File: config.mk
export PLATFORM = sky130hd
export DESIGN_NAME = ide_irq_regs
export DESIGN_NICKNAME = d
export VERILOG_FILES = /design/src/rtl/ide_irq_pkg.sv /design/src/rtl/ide_irq_flag.sv /design/src/rtl/ide_bm_chan.sv /design/src/rtl/ide_irq_regs.sv
export SDC_FILE = /design/constraint.sdc
export NUM_CORES = 1
export LEC_CHECK = 0
export BUFFER_PORTS_ARGS = -buffer_cell sky130_fd_sc_hd__buf_4
export CAP_MARGIN = 30
export CORE_ASPECT_RATIO = 0.6
export CORE_MARGIN = 1
export CORE_UTILIZATION = 60
export CTS_CLUSTER_SIZE = 24
export DETAILED_ROUTE_END_ITERATION = 8
export PLACE_DENSITY_LB_ADDON = 0.3
export RECOVER_POWER = 100
export SYNTH_ARGS = -nofsm -noshare
export SYNTH_HDL_FRONTEND = slang
export SYNTH_SLANG_ARGS = --single-unit
File: constraint.sdc
create_clock -name clk -period 3.5 [get_ports clk]
set_input_delay 0.35 -clock clk [delete_from_list [all_inputs] [get_ports clk]]
set_output_delay 0.35 -clock clk [all_outputs]
set_load 0.01 [all_outputs]
File: src/rtl/ide_irq_pkg.sv
package ide_irq_pkg;
  localparam int DW = 8;
  localparam int NCH = 2;
  localparam logic [7:0] CFG_FLAG0 = 8'h50;
  localparam logic [7:0] CFG_FLAG1 = 8'h57;
  localparam logic [7:0] CFG_MODE  = 8'h71;
  localparam logic [7:0] CFG_TIM0  = 8'h73;
  localparam logic [7:0] CFG_TIM1  = 8'h7B;
  localparam logic [1:0] BM_CMD  = 2'd0;
  localparam logic [1:0] BM_MODE = 2'd1;
  localparam logic [1:0] BM_STAT = 2'd2;
  localparam logic [1:0] BM_TIM  = 2'd3;

  // mixed write rule of the status byte
  function automatic logic [DW-1:0] stat_merge(input logic [DW-1:0] old_v,
                                               input logic [DW-1:0] wd);
    return (wd & 8'h60) | (old_v & 8'h01) | (old_v & ~wd & 8'h06);
  endfunction
endpackage

File: src/rtl/ide_irq_flag.sv
module ide_irq_flag (
  input  logic clk,
  input  logic rst,
  input  logic req,
  input  logic clr,
  output logic flag_nxt,
  output logic flag_q
);
  logic req_q;
  logic req_rise, req_fall;

  assign req_rise = req & ~req_q;
  assign req_fall = ~req & req_q;

  always_comb begin
    flag_nxt = flag_q;
    if (clr) flag_nxt = 1'b0;
    if (req_fall) flag_nxt = 1'b0;
    if (req_rise) flag_nxt = 1'b1;
  end

  always_ff @(posedge clk) begin
    if (rst) begin
      req_q  <= 1'b0;
      flag_q <= 1'b0;
    end else begin
      req_q  <= req;
      flag_q <= flag_nxt;
    end
  end


  flag_only_req_sets_chk: assert property (@(posedge clk) disable iff (rst)
    $rose(flag_q) |-> $past(req));


  flag_fall_clears_chk: assert property (@(posedge clk) disable iff (rst)
    (req_q && !req) |=> !flag_q);
endmodule

File: src/rtl/ide_bm_chan.sv
module ide_bm_chan
  import ide_irq_pkg::*;
(
  input  logic          clk,
  input  logic          rst,
  input  logic          cmd_we,
  input  logic          stat_we,
  input  logic          tim_we,
  input  logic [DW-1:0] wdata,
  input  logic [DW-1:0] tim_wdata,
  input  logic          act,
  input  logic          err_set,
  input  logic          done_set,
  output logic [DW-1:0] cmd_q,
  output logic [DW-1:0] stat_q,
  output logic [DW-1:0] tim_q
);
  logic [DW-1:0] stat_nxt;

  always_comb begin
    stat_nxt = stat_we ? stat_merge(stat_q, wdata) : stat_q;
    stat_nxt[0] = act;
    if (err_set)  stat_nxt[1] = 1'b1;
    if (done_set) stat_nxt[2] = 1'b1;
  end

  always_ff @(posedge clk) begin
    if (rst) begin
      cmd_q  <= '0;
      stat_q <= '0;
      tim_q  <= '0;
    end else begin
      stat_q <= stat_nxt;
      if (cmd_we) cmd_q <= wdata;
      if (tim_we) tim_q <= tim_wdata;
    end
  end


  stat_plain_bits_chk: assert property (@(posedge clk) disable iff (rst)
    stat_we |=> stat_q[6:5] == $past(wdata[6:5]));


  stat_w1c_chk: assert property (@(posedge clk) disable iff (rst)
    (stat_we && wdata[1] && !err_set) |=> !stat_q[1]);


  stat_err_sticky_chk: assert property (@(posedge clk) disable iff (rst)
    err_set |=> stat_q[1]);
endmodule

File: src/rtl/ide_irq_regs.sv
module ide_irq_regs
  import ide_irq_pkg::*;
#(
  parameter int CFG_AW = 8,
  parameter int BM_AW  = 4
) (
  input  logic              clk,
  input  logic              rst,
  input  logic              cfg_we,
  input  logic              cfg_re,
  input  logic [CFG_AW-1:0] cfg_addr,
  input  logic [DW-1:0]     cfg_wdata,
  output logic [DW-1:0]     cfg_rdata,
  input  logic [NCH-1:0]    chan_req,
  input  logic              bm_we,
  input  logic              bm_re,
  input  logic              bm_wide,
  input  logic [BM_AW-1:0]  bm_addr,
  input  logic [DW-1:0]     bm_wdata,
  output logic [DW-1:0]     bm_rdata,
  input  logic [NCH-1:0]    dma_active,
  input  logic [NCH-1:0]    dma_err_set,
  input  logic [NCH-1:0]    dma_done_set,
  output logic              irq
);
  logic [NCH-1:0] flag_q, flag_nxt, clr;
  logic [NCH-1:0] blk_q, blk_nxt;
  logic [DW-1:0]  cmd_q  [NCH];
  logic [DW-1:0]  stat_q [NCH];
  logic [DW-1:0]  tim_q  [NCH];
  logic [DW-1:0]  mode_byte;
  logic           bm_byte_we, bm_lo;
  logic [1:0]     bm_reg;
  logic           bm_ch;
  logic           irq_q;

  assign bm_byte_we = bm_we && !bm_wide;
  assign bm_lo      = !bm_addr[2];
  assign bm_reg     = bm_addr[1:0];
  assign bm_ch      = bm_addr[3];

  assign clr[0] = cfg_we && cfg_wdata[2] &&
                  (cfg_addr == CFG_AW'(CFG_FLAG0) || cfg_addr == CFG_AW'(CFG_MODE));
  assign clr[1] = cfg_we && ((cfg_addr == CFG_AW'(CFG_FLAG1) && cfg_wdata[4]) ||
                             (cfg_addr == CFG_AW'(CFG_MODE)  && cfg_wdata[3]));

  assign mode_byte = {2'b00, blk_q, flag_q, 2'b00};

  always_comb begin
    blk_nxt = blk_q;
    if (bm_byte_we && bm_lo && bm_reg == BM_MODE) blk_nxt = bm_wdata[5:4];
  end

  for (genvar c = 0; c < NCH; c++) begin : g_chan
    localparam logic [7:0] TADDR = (c == 0) ? CFG_TIM0 : CFG_TIM1;
    logic sel, bm_tim_we, cfg_tim_we;
    assign sel        = bm_byte_we && bm_lo && (bm_ch == 1'(c));
    assign bm_tim_we  = sel && bm_reg == BM_TIM;
    assign cfg_tim_we = cfg_we && cfg_addr == CFG_AW'(TADDR);

    ide_irq_flag u_flag (
      .clk(clk), .rst(rst), .req(chan_req[c]), .clr(clr[c]),
      .flag_nxt(flag_nxt[c]), .flag_q(flag_q[c])
    );

    ide_bm_chan u_bm (
      .clk(clk), .rst(rst),
      .cmd_we(sel && bm_reg == BM_CMD),
      .stat_we(sel && bm_reg == BM_STAT),
      .tim_we(bm_tim_we || cfg_tim_we),
      .wdata(bm_wdata),
      .tim_wdata(bm_tim_we ? bm_wdata : cfg_wdata),
      .act(dma_active[c]), .err_set(dma_err_set[c]), .done_set(dma_done_set[c]),
      .cmd_q(cmd_q[c]), .stat_q(stat_q[c]), .tim_q(tim_q[c])
    );
  end

  always_ff @(posedge clk) begin
    if (rst) begin
      blk_q     <= '0;
      irq_q     <= 1'b0;
      cfg_rdata <= '0;
      bm_rdata  <= '0;
    end else begin
      blk_q <= blk_nxt;
      irq_q <= |(flag_nxt & ~blk_nxt);
      if (cfg_re) begin
        case (cfg_addr)
          CFG_AW'(CFG_FLAG0): cfg_rdata <= {5'b0, flag_q[0], 2'b00};
          CFG_AW'(CFG_FLAG1): cfg_rdata <= {3'b0, flag_q[1], 4'b0000};
          CFG_AW'(CFG_MODE):  cfg_rdata <= mode_byte;
          CFG_AW'(CFG_TIM0):  cfg_rdata <= tim_q[0];
          CFG_AW'(CFG_TIM1):  cfg_rdata <= tim_q[1];
          default:            cfg_rdata <= '0;
        endcase
      end
      if (bm_re) begin
        if (bm_wide)     bm_rdata <= '1;
        else if (!bm_lo) bm_rdata <= '0;
        else begin
          case (bm_reg)
            BM_CMD:  bm_rdata <= cmd_q[bm_ch];
            BM_MODE: bm_rdata <= mode_byte;
            BM_STAT: bm_rdata <= stat_q[bm_ch];
            default: bm_rdata <= tim_q[bm_ch];
          endcase
        end
      end
    end
  end

  assign irq = irq_q;


  irq_level_chk: assert property (@(posedge clk) disable iff (rst)
    irq_q == |(flag_q & ~blk_q));


  cfg_no_block_chk: assert property (@(posedge clk) disable iff (rst)
    (cfg_we && !bm_we) |=> $stable(blk_q));


  wide_ignored_chk: assert property (@(posedge clk) disable iff (rst)
    (bm_we && bm_wide && !cfg_we) |=> $stable(blk_q) && $stable(tim_q[0]) && $stable(tim_q[1]));


  reset_quiet_chk: assert property (@(posedge clk) disable iff (rst)
    $past(rst) |-> (!irq_q && blk_q == '0 && flag_q == '0));
endmodule

==> After elaboration in Yosys (flattened, before gate mapping) <==
Index checks and enable logic that the tools add are counted.
{ "op_classes": {"n_addsub": 0, "mul": 0, "div": 0, "n_lt_le_gt_ge": 1, "n_eq_ne": 8, "shifts": 0, "muxes": 28, "bitwise_logic": 19, "n_reduce_logical": 30} }
{ "ops": {"columns": ["operator", "count"], "rows": [
  ["8-bit two-way mux", 13],
  ["8-bit by 7-bit equality test with 1-bit output, second input constant", 5],
  ["8-bit one-hot mux with 5 select lines", 1],
  ["8-bit one-hot mux with 3 select lines", 1],
  ["1-bit logical AND", 18],
  ["7-bit by 1-bit OR with 7-bit output", 2],
  ["7-bit by 3-bit OR with 7-bit output", 2],
  ["1-bit two-way mux", 10],
  ["2-bit nonzero test", 4],
  ["3-bit AND", 2],
  ["3-bit two-way mux", 2],
  ["1-bit NOT", 5],
  ["1-bit AND", 4],
  ["2-bit equality test, second input constant", 2],
  ["1-bit logical OR", 4],
  ["3-bit NOT", 1],
  ["2-bit AND", 1],
  ["2-bit by 1-bit equality test with 1-bit output, second input constant", 1],
  ["2-bit greater-or-equal comparator, second input constant", 1],
  ["1-bit zero test", 2],
  ["2-bit zero test", 1],
  ["2-bit two-way mux", 1],
  ["1-bit NOT with 2-bit output", 1],
  ["2-bit NOT", 1],
  ["2-bit OR reduction", 1]
]} }
{ "word_totals": {"regBits": 71, "latchBits": 0, "ramBits": 0, "mem_bits_ro": 0, "inputBits": 43, "out_inout_bits": 17, "elab_cells": 106, "memories": 0} }

==> Longest topological paths before layout <==
Gate-level depths: netlist of run 1.
{ "depth": {"ltp_word": 9, "mapped_depth": 6} }

==> Modules after synthesis <==
From an unflattened synthesis of run 1, not the netlist that was laid out.
{ "hier_totals": {"cells_unflattened": 355, "hier_area_um2": 3415.8} }
{ "modules_own_cells": {"columns": ["module", "instances", "cells_per_inst", "area_each_um2", "seq_area_each_um2"], "rows": [
  ["ide_irq_regs", 1, 197, 1724.2, 380.4],
  ["ide_bm_chan", 2, 72, 764.5, 420.4],
  ["ide_irq_flag", 2, 7, 81.3, 40.0]
]} }

==> Worst setup path after synthesis of run 1 <==
No wires, ideal clock.
{ "synth_timing": {"path_kind": "in2reg", "startpoint": "in bm_addr[3]", "endpoint": "reg bm_rdata[6]", "arrival_time_ns": 1.394, "slack_ns": 1.966, "stages": 5, "cell_sequence": "buf_2 buf_2 mux2_2 a221oi_1 nor3_1"} }
{ "synth_between": {"elab_chain_cells": 7, "elab_cells_between_ends": 13} }
{ "synth_rtl": {"columns": ["element", "line_no", "text"], "rows": [
  ["start, declared", "ide_irq_regs.sv:18", "input logic [BM_AW-1:0] bm_addr,"],
  ["1-bit NOT with 2-bit output (not written as such) (*)", "ide_irq_regs.sv:102, ide_irq_regs.sv:104, ide_irq_regs.sv:105", null],
  ["8-bit two-way mux, on equally long branches (3 in series)", "ide_irq_regs.sv:105, ide_irq_regs.sv:102, ide_irq_regs.sv:104", null],
  ["8-bit one-hot mux with 3 select lines (*)", "ide_irq_regs.sv:101", "case (bm_reg)"],
  ["8-bit two-way mux (*)", "ide_irq_regs.sv:99", "else if (!bm_lo) bm_rdata <= '0;"],
  ["8-bit two-way mux (*)", "ide_irq_regs.sv:98", "if (bm_wide) bm_rdata <= '1;"],
  ["end signal, assigned", "ide_irq_regs.sv:102", "BM_CMD: bm_rdata <= cmd_q[bm_ch];"],
  ["end signal, assigned", "ide_irq_regs.sv:103", "BM_MODE: bm_rdata <= mode_byte;"],
  ["end signal, assigned", "ide_irq_regs.sv:105", "default: bm_rdata <= tim_q[bm_ch];"],
  ["end, declared", "ide_irq_regs.sv:20", "output logic [DW-1:0] bm_rdata,"]
]} }
Every way passes the cells marked *; elsewhere a longest branch is shown, timed or not. The select of a mux whose other input is x is not followed.
A chain may end at the register's enable or synchronous reset.

==> Worst setup path after layout of run 1 <==
{ "layout_timing": {"startpoint": "in bm_addr[3]", "endpoint": "reg g_chan[0].u_bm.cmd_q[2]"} }
{ "layout_between": {"elab_chain_cells": 3} }
{ "layout_rtl": {"columns": ["element", "line_no", "text"], "rows": [
  ["1-bit NOT", "ide_irq_regs.sv:57", "assign sel = bm_byte_we && bm_lo && (bm_ch == 1'(c));"],
  ["1-bit logical AND", "ide_irq_regs.sv:57", null],
  ["1-bit logical AND", "ide_irq_regs.sv:68", ".cmd_we(sel && bm_reg == BM_CMD),"],
  ["end signal, assigned", "ide_bm_chan.sv:34", "if (cmd_we) cmd_q <= wdata;"],
  ["end, declared", "ide_bm_chan.sv:14", "output logic [DW-1:0] cmd_q,"]
]} }
No other way between the ends.

==> parameters.txt, run 1 <==
Parameter                              Value

STA
  Final critical-path share of the clock period ... 71.37%
  Transition time at the pin with the least slew margin ... 1.565 ns
  Setup repair after global routing missed its margin ... false
  Relative slew slack ... -4.536%
  Clock skew after layout ... 0.007910 ns
  Setup Viol. Count Final ... 0
  Minimum clock period ... 2.498 ns
  Setup total negative slack ... 0 ns
  Maximum clock frequency ... 400.4 MHz
  Max-slew violation count ... 9
  Number of hold-slack violations in the final timing report ... 0

Floorplan
  Initial standard-cell utilization of the core ... 64.11%
  Chip height ... 59.63 µm
  Chip width ... 98.04 µm
  Die Area ... 0.005846 mm²
  Core Area ... 0.005180 mm²
  Number of rows in the core area ... 20
  Number of ports placed on the die boundary ... 60

Final layout
  Layout cell share with drive strength beyond 1 ... 18.58%
  Final antenna diode count ... 0
  Total Nets Final ... 433
  Synthesis-to-layout area growth ... 13.38%
  Post-route insts no fill ... 459

GRT
  Layer with the highest usage after global routing ... met2
  Global-route wire length before repair ... 13290 µm
  Met1 Usage GRT ... 45.02%
  Number of antenna violations at the first check in global routing ... 0
  Vias in the first global route ... 2561
  Met2 layer usage reported by global route ... 45.17%
  Tot GR Track Use ... 30.51%
  GR Layer Usage met3 ... 6.486%
  Largest net degree at the start of global routing ... 66
  Grt total ovfl ... 0

Setup path
  Startpoint of the lowest-slack register-to-register path ... g_chan[1].u_bm.tim_q[6]$_SDFFE_PP0P_
  Endpoint required time on the critical path ... 3.69 ns
  Critical Setup Path Class ... primary input to flop
  Endpoint arrival time on the critical path ... 2.69 ns
  Critical Path Source Type ... primary input
  Worst Reg-to-Reg Cells ... 3
  Crit path max fanout ... 24
  Capture point of the worst reg-to-reg path ... bm_rdata[6]$_SDFFE_PP0P_
  Worst-case register-to-register setup slack ... 1.96 ns
  Type of element capturing the critical path ... flop

Place
  Placed Instances ... 445
  Final weighted congestion in routability-driven placement ... 0.9294
  DP Wirelength ... 5718 µm
  Number of input and output port buffers inserted ... 59

Drt
  First-pass iteration count of the detailed router ... 7
  Initial drt markers ... 252
  Final wirelength ... 8201 µm
  Number of design rule violations left after detail routing ... 2
  Number of antenna-violating nets in the routed design ... 0
  Average routed wire per standard cell ... 17.87 µm
  Detailed-route vias per instance ... 6.176
  Routed vias ... 2835

Synth
  Number of enable-type register cells in the synthesized netlist ... 0
  Net count after synthesis ... 390
  Distinct cells, synth ... 51
  Register bit total from synthesis ... 65
  Post-synth top area cell ... sky130_fd_sc_hd__dfxtp_1
  Most used DFF post-synth ... sky130_fd_sc_hd__dfxtp_1
  Yosys warnings ... 0
  Async SR Flop Fraction ... 0%
  Area of the mapped netlist ... 0.003321 mm²
  Top-area cell type share of the netlist area ... 39.19%
  Mapped Avg Cell Area ... 9.570 µm²
  Cell count after synthesis ... 347
  Portion of the post-synthesis area used by sequential elements ... 39.19%
  Dominant cells by area after synthesis ... sky130_fd_sc_hd__dfxtp_1 39%, sky130_fd_sc_hd__mux2i_1 14%, sky130_fd_sc_hd__nor2_1 6.8%, sky130_fd_sc_hd__a211oi_2 3.0%, sky130_fd_sc_hd__a21oi_1 2.9%

Hold path
  Path category of the worst min-delay check ... primary input to flop
  Endpoint with the worst hold slack ... g_chan[1].u_bm.stat_q[2]$_SDFFE_PP0P_
  Hold-critical path depth ... 3
  Startpoint of the most critical hold path ... dma_done_set[1]

Clock network
  Clock Root Buffer ... sky130_fd_sc_hd__clkbuf_8
  Number of buffers added by the clock tree synthesis step ... 9
  Clock sink total ... 65
  Clock Pin Slew Worst Setup and Hold Paths ... 0.07 ns
  Htree depth ... 3
  Resize count post-CTS ... 0
  Clock insertion delay at the later pin of the skew report ... 0.33 ns
  Maximum buffer depth of the clock tree ... 2
  Hold buffers post-CTS ... 0
  Post-CTS setup buffers ... 0
  Clock tree from TritonCTS ... yes

Pwr
  Leakage ... 0.001536 µW
  Maximum ir drop on the vdd rail ... 241.3 µV
  Power density over cell area ... 422.7 mW/mm²

Run status
  Violations in the final reports ... design-rule violations, max-capacitance violations, max-slew violations
  Run status ... finished, violations left

Run
  Max cap viols ... 1
final cells by class:
class                           instances  area [µm²]
Clock buffer                           12       165.2
Clock inverter                          2       37.54
Fill cell                             398        1415
Inverter                                2       7.507
Multi-Input combinational cell        252        1799
Sequential cell                        65        1301
Tap cell                               66       82.58
Timing Repair Buffer                   60       371.6
critical path, cell delays in order:
cell                       delay [ns]
sky130_fd_sc_hd__clkbuf_1        0.53
sky130_fd_sc_hd__nor3b_1         1.42
sky130_fd_sc_hd__mux2i_1         0.32
sky130_fd_sc_hd__nor2_1          0.06
state kept, by name (all words and copies together) (netlist names):
name and flops:
g_chan.u_bm.stat_q 10, irq 1, g_chan.u_flag.req_q 2, blk_q 2, cfg_rdata 8, bm_rdata 8
g_chan.u_flag.flag_q 2, g_chan.u_bm.tim_q 16, g_chan.u_bm.cmd_q 16
worst max-delay path by stage:
stage,from,endpoint,slack (ns),depth (start not counted)
2_1_floorplan,bm_addr[3],bm_rdata[6]$_SDFFE_PP0P_,1.97,5
3_3_place_gp,bm_addr[0],g_chan[0].u_bm.cmd_q[4]$_SDFFE_PP0P_,1.42,5
3_5_place_dp,bm_addr[0],g_chan[0].u_bm.cmd_q[3]$_SDFFE_PP0P_,1.38,5
4_1_cts,bm_addr[0],g_chan[0].u_bm.cmd_q[2]$_SDFFE_PP0P_,1.65,5
5_1_grt,bm_addr[3],g_chan[0].u_bm.cmd_q[2]$_SDFFE_PP0P_,0.87,4
6_report,bm_addr[3],g_chan[0].u_bm.cmd_q[2]$_SDFFE_PP0P_,1.00,4
metal layers:
layer / wire (µm) / vias to the layer above / share of wire [%]
met5: 0 / - / 0
met4: 27 / 0 / 0.33
met3: 755 / 4 / 9.2
met2: 3524 / 124 / 43
met1: 3893 / 1355 / 47
li1: - / 1352 / -
synth_stat cells (2+ instances only):
cell / count
sky130_fd_sc_hd__nor2_1: 60
sky130_fd_sc_hd__nand3b_1: 4
sky130_fd_sc_hd__and4b_1: 2
sky130_fd_sc_hd__nand4b_1: 2
sky130_fd_sc_hd__clkbuf_1: 8
sky130_fd_sc_hd__a211oi_1: 8
sky130_fd_sc_hd__a211oi_2: 8
sky130_fd_sc_hd__nor3_1: 9
sky130_fd_sc_hd__a31oi_1: 2
sky130_fd_sc_hd__o21ai_0: 2
sky130_fd_sc_hd__nor2b_1: 6
sky130_fd_sc_hd__a21oi_1: 19
sky130_fd_sc_hd__buf_1: 3
sky130_fd_sc_hd__buf_6: 4
sky130_fd_sc_hd__a311oi_1: 2
sky130_fd_sc_hd__mux4_2: 4
sky130_fd_sc_hd__a21o_1: 6
sky130_fd_sc_hd__inv_1: 2
sky130_fd_sc_hd__nand4_1: 7
sky130_fd_sc_hd__mux2_2: 6
sky130_fd_sc_hd__nand2b_1: 11
sky130_fd_sc_hd__nand3_1: 15
sky130_fd_sc_hd__nand3_4: 2
sky130_fd_sc_hd__buf_2: 13
sky130_fd_sc_hd__a41o_1: 3
sky130_fd_sc_hd__mux2i_1: 45
sky130_fd_sc_hd__dfxtp_1: 65
sky130_fd_sc_hd__a221oi_1: 6
stage by stage:
step	worst slack [ns]	power (µW)	util, %	hold WS, ns	area, µm²
4_1_cts	1.654	1607	75.39	0.2128	3905
2_1_floorplan	1.966	887.8	-	0.4340	3321
3_3_place_gp	1.421	960.2	71.47	0.4641	3702
3_5_place_dp	1.377	964.6	71.47	0.4635	3702
5_1_grt	0.8719	1650	72.68	0.2233	3765
6_report	1.002	1592	72.68	0.2262	3765
kinds of logic (layout without fill, tap and decap cells):
logic type,count (synthesis),after routing,synth area share (%)
AOI/OAI and AO/OA,63,63,14.66
DFF,65,65,39.19
muxes,55,55,18.31
and+or+nand+nor,134,134,23.06
buffers and inverters,30,76,4.785
where the power goes:
part / switching, µW / total (µW) / internal, µW
clock: 271 / 651 / 380
combinational: 96.5 / 168 / 71.0
sequential: 12.9 / 773 / 760
layout by cell type (no fill, tap or decap), types with 3 or more instances in the layout:
master and instances:
sky130_fd_sc_hd__a21oi_1 19, sky130_fd_sc_hd__a21o_1 6, sky130_fd_sc_hd__mux2_2 6, sky130_fd_sc_hd__a221oi_1 6, sky130_fd_sc_hd__nand4b_1 3, sky130_fd_sc_hd__nor2_1 60
sky130_fd_sc_hd__dfxtp_1 65, sky130_fd_sc_hd__a41o_1 3, sky130_fd_sc_hd__nand3b_1 4, sky130_fd_sc_hd__buf_4 39, sky130_fd_sc_hd__a211oi_1 12, sky130_fd_sc_hd__a211oi_2 4
sky130_fd_sc_hd__nand3_1 16, sky130_fd_sc_hd__mux2i_1 45, sky130_fd_sc_hd__mux4_2 4, sky130_fd_sc_hd__clkbuf_8 12, sky130_fd_sc_hd__nand2b_1 11, sky130_fd_sc_hd__nand4_1 7
sky130_fd_sc_hd__clkbuf_1 21, sky130_fd_sc_hd__nor3_1 9, sky130_fd_sc_hd__nor3b_1 3, sky130_fd_sc_hd__nor2b_1 6
Note: power is estimated with default switching activity, not from simulation.
==> inputs of run 2 (changes only) <==
Settings changed: ABC_AREA from default to 1, CORE_UTILIZATION 60 to 50.
Clock period 3.5 ns to 2.14 ns, I/O delays scaled along.
==> run 2 against run 1 <==
Net effect: via count rose by 15%; hold slack lost 0.15 ns; critical path depth increased by 2; synthesized cell count is 35% higher; the run now ends clean.
==> parameters.txt, run 2 <==
Parameter                              Value

Run status
  Run status ... complete, no violations

STA
  Transition time at the pin with the least slew margin ... 0.9318 ns (-0.6328 ns)
  Clock skew after layout ... 0.005334 ns (-0.002576 ns)
  Setup Viol. Count Final ... 0 (unchanged)
  Final critical-path share of the clock period ... 79.12%
  Minimum clock period ... 1.693 ns
  Setup repair after global routing missed its margin ... false
  Maximum clock frequency ... 590.6 MHz
  Relative slew slack ... 37.65% (+42 points)
  Max-slew violation count ... 0 (-9)
  Number of hold-slack violations in the final timing report ... 0 (unchanged)
  Setup total negative slack ... 0 ns (unchanged)

Synth
  Number of enable-type register cells in the synthesized netlist ... 0 (unchanged)
  Most used DFF post-synth ... sky130_fd_sc_hd__dfxtp_1
  Mapped Avg Cell Area ... 6.669 µm² (-30%)
  Leading post-synthesis cells by instance count ... 104 x sky130_fd_sc_hd__nand2_1, 73 x sky130_fd_sc_hd__o21ai_0, 65 x sky130_fd_sc_hd__dfxtp_1, 60 x sky130_fd_sc_hd__a21oi_1, 51 x sky130_fd_sc_hd__nor2_1
  Cell with the most instances after synthesis ... sky130_fd_sc_hd__nand2_1
  Cell count after synthesis ... 467 (+35%)
  Net count after synthesis ... 510 (+31%)
  Portion of the post-synthesis area used by sequential elements ... 41.78% (+2.6 points)
  Area of the mapped netlist ... 0.003114 mm² (-6.2%)
  Yosys warnings ... 0 (unchanged)
  Dominant cells by area after synthesis ... sky130_fd_sc_hd__dfxtp_1 42%, sky130_fd_sc_hd__nand2_1 13%, sky130_fd_sc_hd__o21ai_0 12%, sky130_fd_sc_hd__a21oi_1 9.6%, sky130_fd_sc_hd__nor2_1 6.1%
  Register bit total from synthesis ... 65 (unchanged)
  Post-synth top area cell ... sky130_fd_sc_hd__dfxtp_1
  Distinct cells, synth ... 19 (-63%)
  Top-area cell type share of the netlist area ... 41.78% (+2.6 points)
  Async SR Flop Fraction ... 0% (unchanged)

Drt
  Detailed-route vias per instance ... 5.337 (-14%)
  First-pass iteration count of the detailed router ... 5 (-2)
  Routed vias ... 3261 (+15%)
  Number of antenna-violating nets in the routed design ... 0 (unchanged)
  Average routed wire per standard cell ... 14.08 µm (-21%)
  Final wirelength ... 8604 µm (+4.9%)
  Initial drt markers ... 280 (+11%)
  Number of design rule violations left after detail routing ... 0 (-2)

Clock network
  Clock Root Buffer ... sky130_fd_sc_hd__clkbuf_8
  Hold buffers post-CTS ... 0 (unchanged)
  Resize count post-CTS ... 0 (unchanged)
  Clock tree from TritonCTS ... yes
  Htree depth ... 3 (unchanged)
  Clock Pin Slew Worst Setup and Hold Paths ... 0.07 ns (about the same)
  Maximum buffer depth of the clock tree ... 2 (unchanged)
  Number of buffers added by the clock tree synthesis step ... 9 (unchanged)
  Clock insertion delay at the later pin of the skew report ... 0.34 ns (about the same)
  Post-CTS setup buffers ... 0 (unchanged)
  Clock sink total ... 65 (unchanged)

GRT
  Number of antenna violations at the first check in global routing ... 0 (unchanged)
  Global-route wire length before repair ... 13940 µm (+4.9%)
  Met1 Usage GRT ... 40.55% (-4.5 points)
  Tot GR Track Use ... 27.13% (-3.4 points)
  Met2 layer usage reported by global route ... 38.33% (-6.8 points)
  Grt total ovfl ... 0 (unchanged)
  Vias in the first global route ... 2821 (+10%)
  Largest net degree at the start of global routing ... 28 (-58%)
  Layer with the highest usage after global routing ... met1
  GR Layer Usage met3 ... 6.315% (-0.17 points)

Setup path
  Endpoint arrival time on the critical path ... 1.96 ns (-0.73 ns)
  Crit path max fanout ... 16 (-33%)
  Critical path capture point ... g_chan[0].u_bm.cmd_q[3]$_SDFFE_PP0P_
  Worst-case register-to-register setup slack ... 0.88 ns (-1.08 ns)
  CP Launch Point ... bm_addr[2]
  Critical Path Source Type ... primary input
  Endpoint required time on the critical path ... 2.40 ns (-1.29 ns)
  Worst Reg-to-Reg Cells ... 5 (+2)
  Startpoint of the lowest-slack register-to-register path ... g_chan[0].u_bm.cmd_q[5]$_SDFFE_PP0P_
  Critical Setup Path Class ... primary input to flop
  Type of element capturing the critical path ... flop
  Capture point of the worst reg-to-reg path ... bm_rdata[5]$_SDFFE_PP0P_

Pwr
  Total power ... 2463 µW (+55%)
  Clk pwr share ... 37.0% (-3.9 points)
  Leakage ... 0.001610 µW (+4.8%)
  Sequential cell fraction of total power ... 51.4% (+2.8 points)
  Sw Pwr ... 666.9 µW (+75%)
  Maximum ir drop on the vdd rail ... 491.6 µV (+100%)
  Cell internal pwr ... 1796 µW (+48%)
  Share of total power consumed by net switching ... 27.08% (+3.1 points)
  Share of total power in combinational logic ... 11.7% (+1.2 points)
  Power density over cell area ... 663.5 mW/mm² (+57%)

Final layout
  Layout cell share with drive strength beyond 1 ... 13.18% (-5.4 points)
  Synthesis-to-layout area growth ... 19.20%
  Post-route insts no fill ... 611 (+33%)
  Fill cell total of the finished layout ... 576 (+45%)
  Final antenna diode count ... 0 (unchanged)
  Total Nets Final ... 570 (+32%)
  Final standard cell utilization of the core ... 64.22% (-8.5 points)
  Regs by FF count ... g_chan.u_bm.cmd_q x16, g_chan.u_bm.tim_q x16, g_chan.u_bm.stat_q x10
  Sequential cell area ... 0.001301 mm² (unchanged)
  Footprint of the multi-input gates ... 0.001544 mm² (-14%)
  Commonest non-fill, non-tap cell in the layout ... sky130_fd_sc_hd__nand2_1
  Final std cell area, no fill ... 0.003712 mm² (-1.4%)
  Top library cells by usage in the layout, fill and taps aside ... 105 x sky130_fd_sc_hd__nand2_1, 73 x sky130_fd_sc_hd__o21ai_0, 65 x sky130_fd_sc_hd__dfxtp_1, 60 x sky130_fd_sc_hd__a21oi_1, 53 x sky130_fd_sc_hd__nor2_1

Run
  Max cap viols ... 0 (-1)

Floorplan
  Number of ports placed on the die boundary ... 60 (unchanged)
  Core Area ... 0.005781 mm² (+12%)
  Number of rows in the core area ... 21 (+5.0%)
  Chip width ... 103.9 µm (+6.0%)
  Initial standard-cell utilization of the core ... 53.87% (-10 points)
  Die Area ... 0.006558 mm² (+12%)
  Chip height ... 63.13 µm (+5.9%)

Place
  DP Wirelength ... 6444 µm (+13%)
  Area of placed instances ... 0.003635 mm² (-1.8%)
  Placed Instances ... 596 (+34%)
  Final weighted congestion in routability-driven placement ... 0.9057 (-2.6%)
  Number of input and output port buffers inserted ... 59 (unchanged)

Hold path
  Path category of the worst min-delay check ... primary input to flop
==> run 2: cell types whose count changed in the layout (fill, tap and decap cells not counted), sizes merged, moves of 8 or more <==
| cell | delta |
|---|---|
| o21ai | +71 |
| nand2b | -11 |
| nand3 | +19 |
| nand4 | -8 |
| a21oi | +41 |
| nand2 | +105 |
| a211oi | -16 |
| nor3 | -9 |
| mux2i | -45 |
| inv | +43 |
==> run 2: power groups by stage <==
stage / logic [µW] / registers [µW] / clock network, µW
global placement: 288 / 1290 / 0
detailed placement: 296 / 1290 / 0
CTS: 298 / 1260 / 916
finish: 288 / 1260 / 911
global route: 317 / 1270 / 985
floorplan: 148 / 1290 / 0
==> run 2: per-layer routing <==
| layer | vias to the layer above | wire (µm) | part of all wire [%] |
|---|---|---|---|
| met5 | - | 0 | 0 |
| li1 | 1648 | - | - |
| met2 | 153 | 3487 | 41 |
| met1 | 1450 | 4207 | 49 |
| met3 | 10 | 824 | 9.6 |
| met4 | 0 | 84 | 0.98 |
==> run 2: layout make-up <==
type	instances	area share [%]
Clock inverter	5	0.8763
Clock buffer	10	3.707
Sequential cell	65	35.05
Tap cell	80	2.696
Timing Repair Buffer	67	11.53
Inverter	45	4.550
Multi-Input combinational cell	339	41.59
==> run 2: cell families after synthesis <==
group                  Yosys count  share of synthesized area (%)
AND/OR/NAND/NOR                201                          27.56
flip-flops                      65                          41.78
buffers and inverters           63                          8.075
AO/OA/AOI/OAI                  138                          22.58
==> run 2: worst min path at each step <==
stage / slack, ns / to / cells past startpoint / from
after floorplan: 0.32 / g_chan[0].u_bm.stat_q[0]$_SDFF_PP0_ / 2 / dma_active[0]
after global placement: 0.42 / g_chan[1].u_bm.stat_q[0]$_SDFF_PP0_ / 3 / dma_active[1]
after detailed placement: 0.43 / g_chan[1].u_bm.stat_q[2]$_SDFFE_PP0P_ / 3 / dma_done_set[1]
after CTS: 0.08 / g_chan[1].u_bm.stat_q[2]$_SDFFE_PP0P_ / 3 / dma_done_set[1]
after global routing: 0.08 / g_chan[0].u_bm.stat_q[0]$_SDFF_PP0_ / 3 / dma_active[0]
final: 0.08 / g_chan[0].u_bm.stat_q[0]$_SDFF_PP0_ / 3 / dma_active[0]
==> run 2: metrics by stage <==
stage | setup WS (ns) | hold slack [ns]
5_1_grt | 0.2925 | 0.08045
2_1_floorplan | 0.8544 | 0.3210
4_1_cts | 0.7221 | 0.07536
3_5_place_dp | 0.3625 | 0.4293
6_report | 0.4469 | 0.08105
3_3_place_gp | 0.4256 | 0.4154
==> run 2: critical path, stage by stage <==
cell and delay, ns:
sky130_fd_sc_hd__clkbuf_1 0.12, sky130_fd_sc_hd__nor3b_4 0.42, sky130_fd_sc_hd__nand2_1 0.13, sky130_fd_sc_hd__nor2_1 0.73
sky130_fd_sc_hd__o21ai_0 0.17, sky130_fd_sc_hd__a21oi_1 0.16
==> inputs of run 3 (changes only) <==
Clock period 2.14 ns to 1.4 ns, I/O delays scaled along.
==> run 3 against run 2 <==
Net effect: die area is the same; non-clock buffer count grew 16; combinational power grew 60%; clock skew shrank 0.00055 ns; core utilization grew 2.8 points; cell area grew 4.4%; first-iteration DRC count grew 9.6%; via count grew 4.6%; wire length grew 6.3%; critical endpoint is now bm_rdata[2]$_SDFFE_PP0P_.
==> parameters.txt, run 3 (same netlist as run 2, synthesis figures left out) <==
Parameter                              Value

Setup path
  Largest stage delay on the critical path ... 0.31 ns (-0.42 ns)
  Slowest CP cell ... sky130_fd_sc_hd__dfxtp_1
  Crit path max fanout ... 2 (-14)
  Critical path buffers and inverters ... 0 (-1)
  Cell family contributing the most delay on the critical path ... simple AND/OR/NAND/NOR gates
  Endpoint required time on the critical path ... 1.63 ns (-0.77 ns)
  Cells along the critical path ... or2_2 -> nand3_1 -> nand3_1 -> o21ai_0 -> a21oi_1
  Type of element capturing the critical path ... flop
  Critical Setup Path Class ... flop to flop
  Endpoint arrival time on the critical path ... 1.50 ns (-0.46 ns)
  Crit path top cell by count ... sky130_fd_sc_hd__nand3_1
  Critical Path Source Type ... flop

Clock network
  Maximum buffer depth of the clock tree ... 2 (unchanged)
  Post-CTS setup buffers ... 0 (unchanged)
  Clock insertion delay at the later pin of the skew report ... 0.36 ns (+0.02 ns)
  Clock sink total ... 65 (unchanged)
  Clock Pin Slew Worst Setup and Hold Paths ... 0.08 ns (about the same)
  Clock Root Buffer ... sky130_fd_sc_hd__clkbuf_8
  Number of buffers added by the clock tree synthesis step ... 9 (unchanged)
  Clock tree from TritonCTS ... yes
  Resize count post-CTS ... 0 (unchanged)
  Htree depth ... 3 (unchanged)

Pwr
  Cell internal pwr ... 2965 µW (+65%)
  Maximum ir drop on the vdd rail ... 653.8 µV (+33%)
  Share of total power in combinational logic ... 11.4% (-0.3 points)
  Sequential cell fraction of total power ... 47.7% (-3.7 points)
  Share of total power consumed by net switching ... 26.93% (-0.15 points)
  Clk pwr share ... 41.0% (+4.0 points)
  Total power ... 4057 µW (+65%)
  Power density over cell area ... 1047 mW/mm² (+58%)
  Sw Pwr ... 1093 µW (+64%)
  Leakage ... 0.001709 µW (+6.1%)

STA
  Setup Viol. Count Final ... 0 (unchanged)
  Minimum clock period ... 1.269 ns
  Relative slew slack ... 66.14% (+28 points)
  Maximum clock frequency ... 788.0 MHz
  Final critical-path share of the clock period ... 90.64%
  Number of hold-slack violations in the final timing report ... 0 (unchanged)
  Setup repair after global routing missed its margin ... false
  Worst slack on hold paths ... 0.01225 ns (-0.06879 ns)
  Max-slew violation count ... 0 (unchanged)
  Clock skew after layout ... 0.004782 ns (-0.0005528 ns)
  Final worst setup slack ... 0.1310 ns (-0.3159 ns)
  Transition time at the pin with the least slew margin ... 0.5060 ns (-0.4258 ns)

Floorplan
  Chip width ... 103.9 µm (unchanged)
  Number of ports placed on the die boundary ... 60 (unchanged)
  Chip height ... 63.13 µm (unchanged)
  Die Area ... 0.006558 mm² (unchanged)
  Core Area ... 0.005781 mm² (unchanged)
  Initial standard-cell utilization of the core ... 53.87% (unchanged)
  Number of rows in the core area ... 21 (unchanged)

GRT
  Largest net degree at the start of global routing ... 37 (+32%)
  Vias in the first global route ... 3072 (+8.9%)
  Tot GR Track Use ... 29.35% (+2.2 points)
  Number of antenna violations at the first check in global routing ... 0 (unchanged)
  Grt total ovfl ... 0 (unchanged)
  Global-route wire length before repair ... 14880 µm (+6.8%)

Final layout
  Final antenna diode count ... 0 (unchanged)
  Regs by FF count ... g_chan.u_bm.cmd_q x16, g_chan.u_bm.tim_q x16, g_chan.u_bm.stat_q x10
  Final std cell area, no fill ... 0.003875 mm² (+4.4%)
  Layout cell share with drive strength beyond 1 ... 15.33% (+2.1 points)
  Top library cells by usage in the layout, fill and taps aside ... 105 x sky130_fd_sc_hd__nand2_1, 73 x sky130_fd_sc_hd__o21ai_0, 65 x sky130_fd_sc_hd__dfxtp_1, 60 x sky130_fd_sc_hd__a21oi_1, 51 x sky130_fd_sc_hd__nor2_1
  Synthesis-to-layout area growth ... 24.43%
  Commonest non-fill, non-tap cell in the layout ... sky130_fd_sc_hd__nand2_1
  Total Nets Final ... 586 (+2.8%)

Hold path
  Path category of the worst min-delay check ... primary input to flop

Place
  DP Wirelength ... 6719 µm (+4.3%)
  Final weighted congestion in routability-driven placement ... 0.9289 (+2.6%)
  Area of placed instances ... 0.003765 mm² (+3.6%)
  Number of input and output port buffers inserted ... 59 (unchanged)
  Worst setup slack after placement ... -0.06472 ns (-0.4272 ns)

Drt
  Number of antenna-violating nets in the routed design ... 0 (unchanged)
  Initial drt markers ... 307 (+9.6%)
  Average routed wire per standard cell ... 14.56 µm (+3.4%)
  Detailed-route vias per instance ... 5.433 (+1.8%)
  Routed vias ... 3412 (+4.6%)
  First-pass iteration count of the detailed router ... 6 (+1)
  Final wirelength ... 9146 µm (+6.3%)
  Number of design rule violations left after detail routing ... 0 (unchanged)

Run
  Max cap viols ... 0 (unchanged)

Run status
  Run status ... complete, no violations
run 3: cell count changes in the layout (fill, tap and decap cells not counted), sizes merged:
cell,before,now
clkbuf,32,40
buf,45,51
clkinvlp,3,1
dlygate4sd3,0,2
inv,45,47
bufinv,0,1
run 3: routing by layer:
layer	wire length [µm]	global-route usage [%]	share of wire [%]	vias up
li1	-	-	-	1688
met5	0	0	0	-
met2	3808	43.00	42	164
met1	4254	41.60	47	1543
met4	128	10.71	1.4	0
met3	954	7.350	10	17
run 3: repair_timing:
action | in CTS | in global routing
endpoints found under the setup margin | 0 | 0
hold endpoints to repair | 2 | 0
hold buffers | 2 | 0
run 3: tightest hold or removal path: stages:
cell	delay (ns)
sky130_fd_sc_hd__buf_4	0.08
sky130_fd_sc_hd__nor2_1	0.04
sky130_fd_sc_hd__nor2_1	0.08
run 3: power groups by stage:
stage	combinational (µW)	sequential (µW)	clock (µW)
floorplan	226	1980	0
global placement	459	1970	0
detailed placement	471	1980	0
CTS	479	1930	1670
global route	511	1940	1760
finish	461	1930	1660
run 3: final cells by class:
type                       count  area, µm²
tap                           80      100.1
sequential                    65       1301
multi-input combinational    339       1541
timing repair buffer          83      560.5
inverter                      45      168.9
clock buffer                  10      137.6
clock inverter                 6      65.06
fill                         545       1906
run 3: path summary, 6_finish.rpt:
check / startpoint / end / slack (ns) / depth (start not counted)
setup / recovery: g_chan[0].u_bm.cmd_q[2]$_SDFFE_PP0P_ / bm_rdata[2]$_SDFFE_PP0P_ / 0.13 / 5
hold / removal: dma_done_set[1] / g_chan[1].u_bm.stat_q[2]$_SDFFE_PP0P_ / 0.01 / 3
setup reg to reg: g_chan[0].u_bm.cmd_q[2]$_SDFFE_PP0P_ / bm_rdata[2]$_SDFFE_PP0P_ / 0.13 / 5
hold reg to reg: g_chan[1].u_bm.cmd_q[6]$_SDFFE_PP0P_ / g_chan[1].u_bm.cmd_q[6]$_SDFFE_PP0P_ / 0.45 / 2
run 3: stage by stage:
step	std cells	setup TNS, ns	util (%)
floorplan	467	0	-
global placement	610	0	65.13
detailed placement	610	-0.2744	65.13
CTS	628	0	68.98
global route	628	0	67.03
finish	628	0	67.03
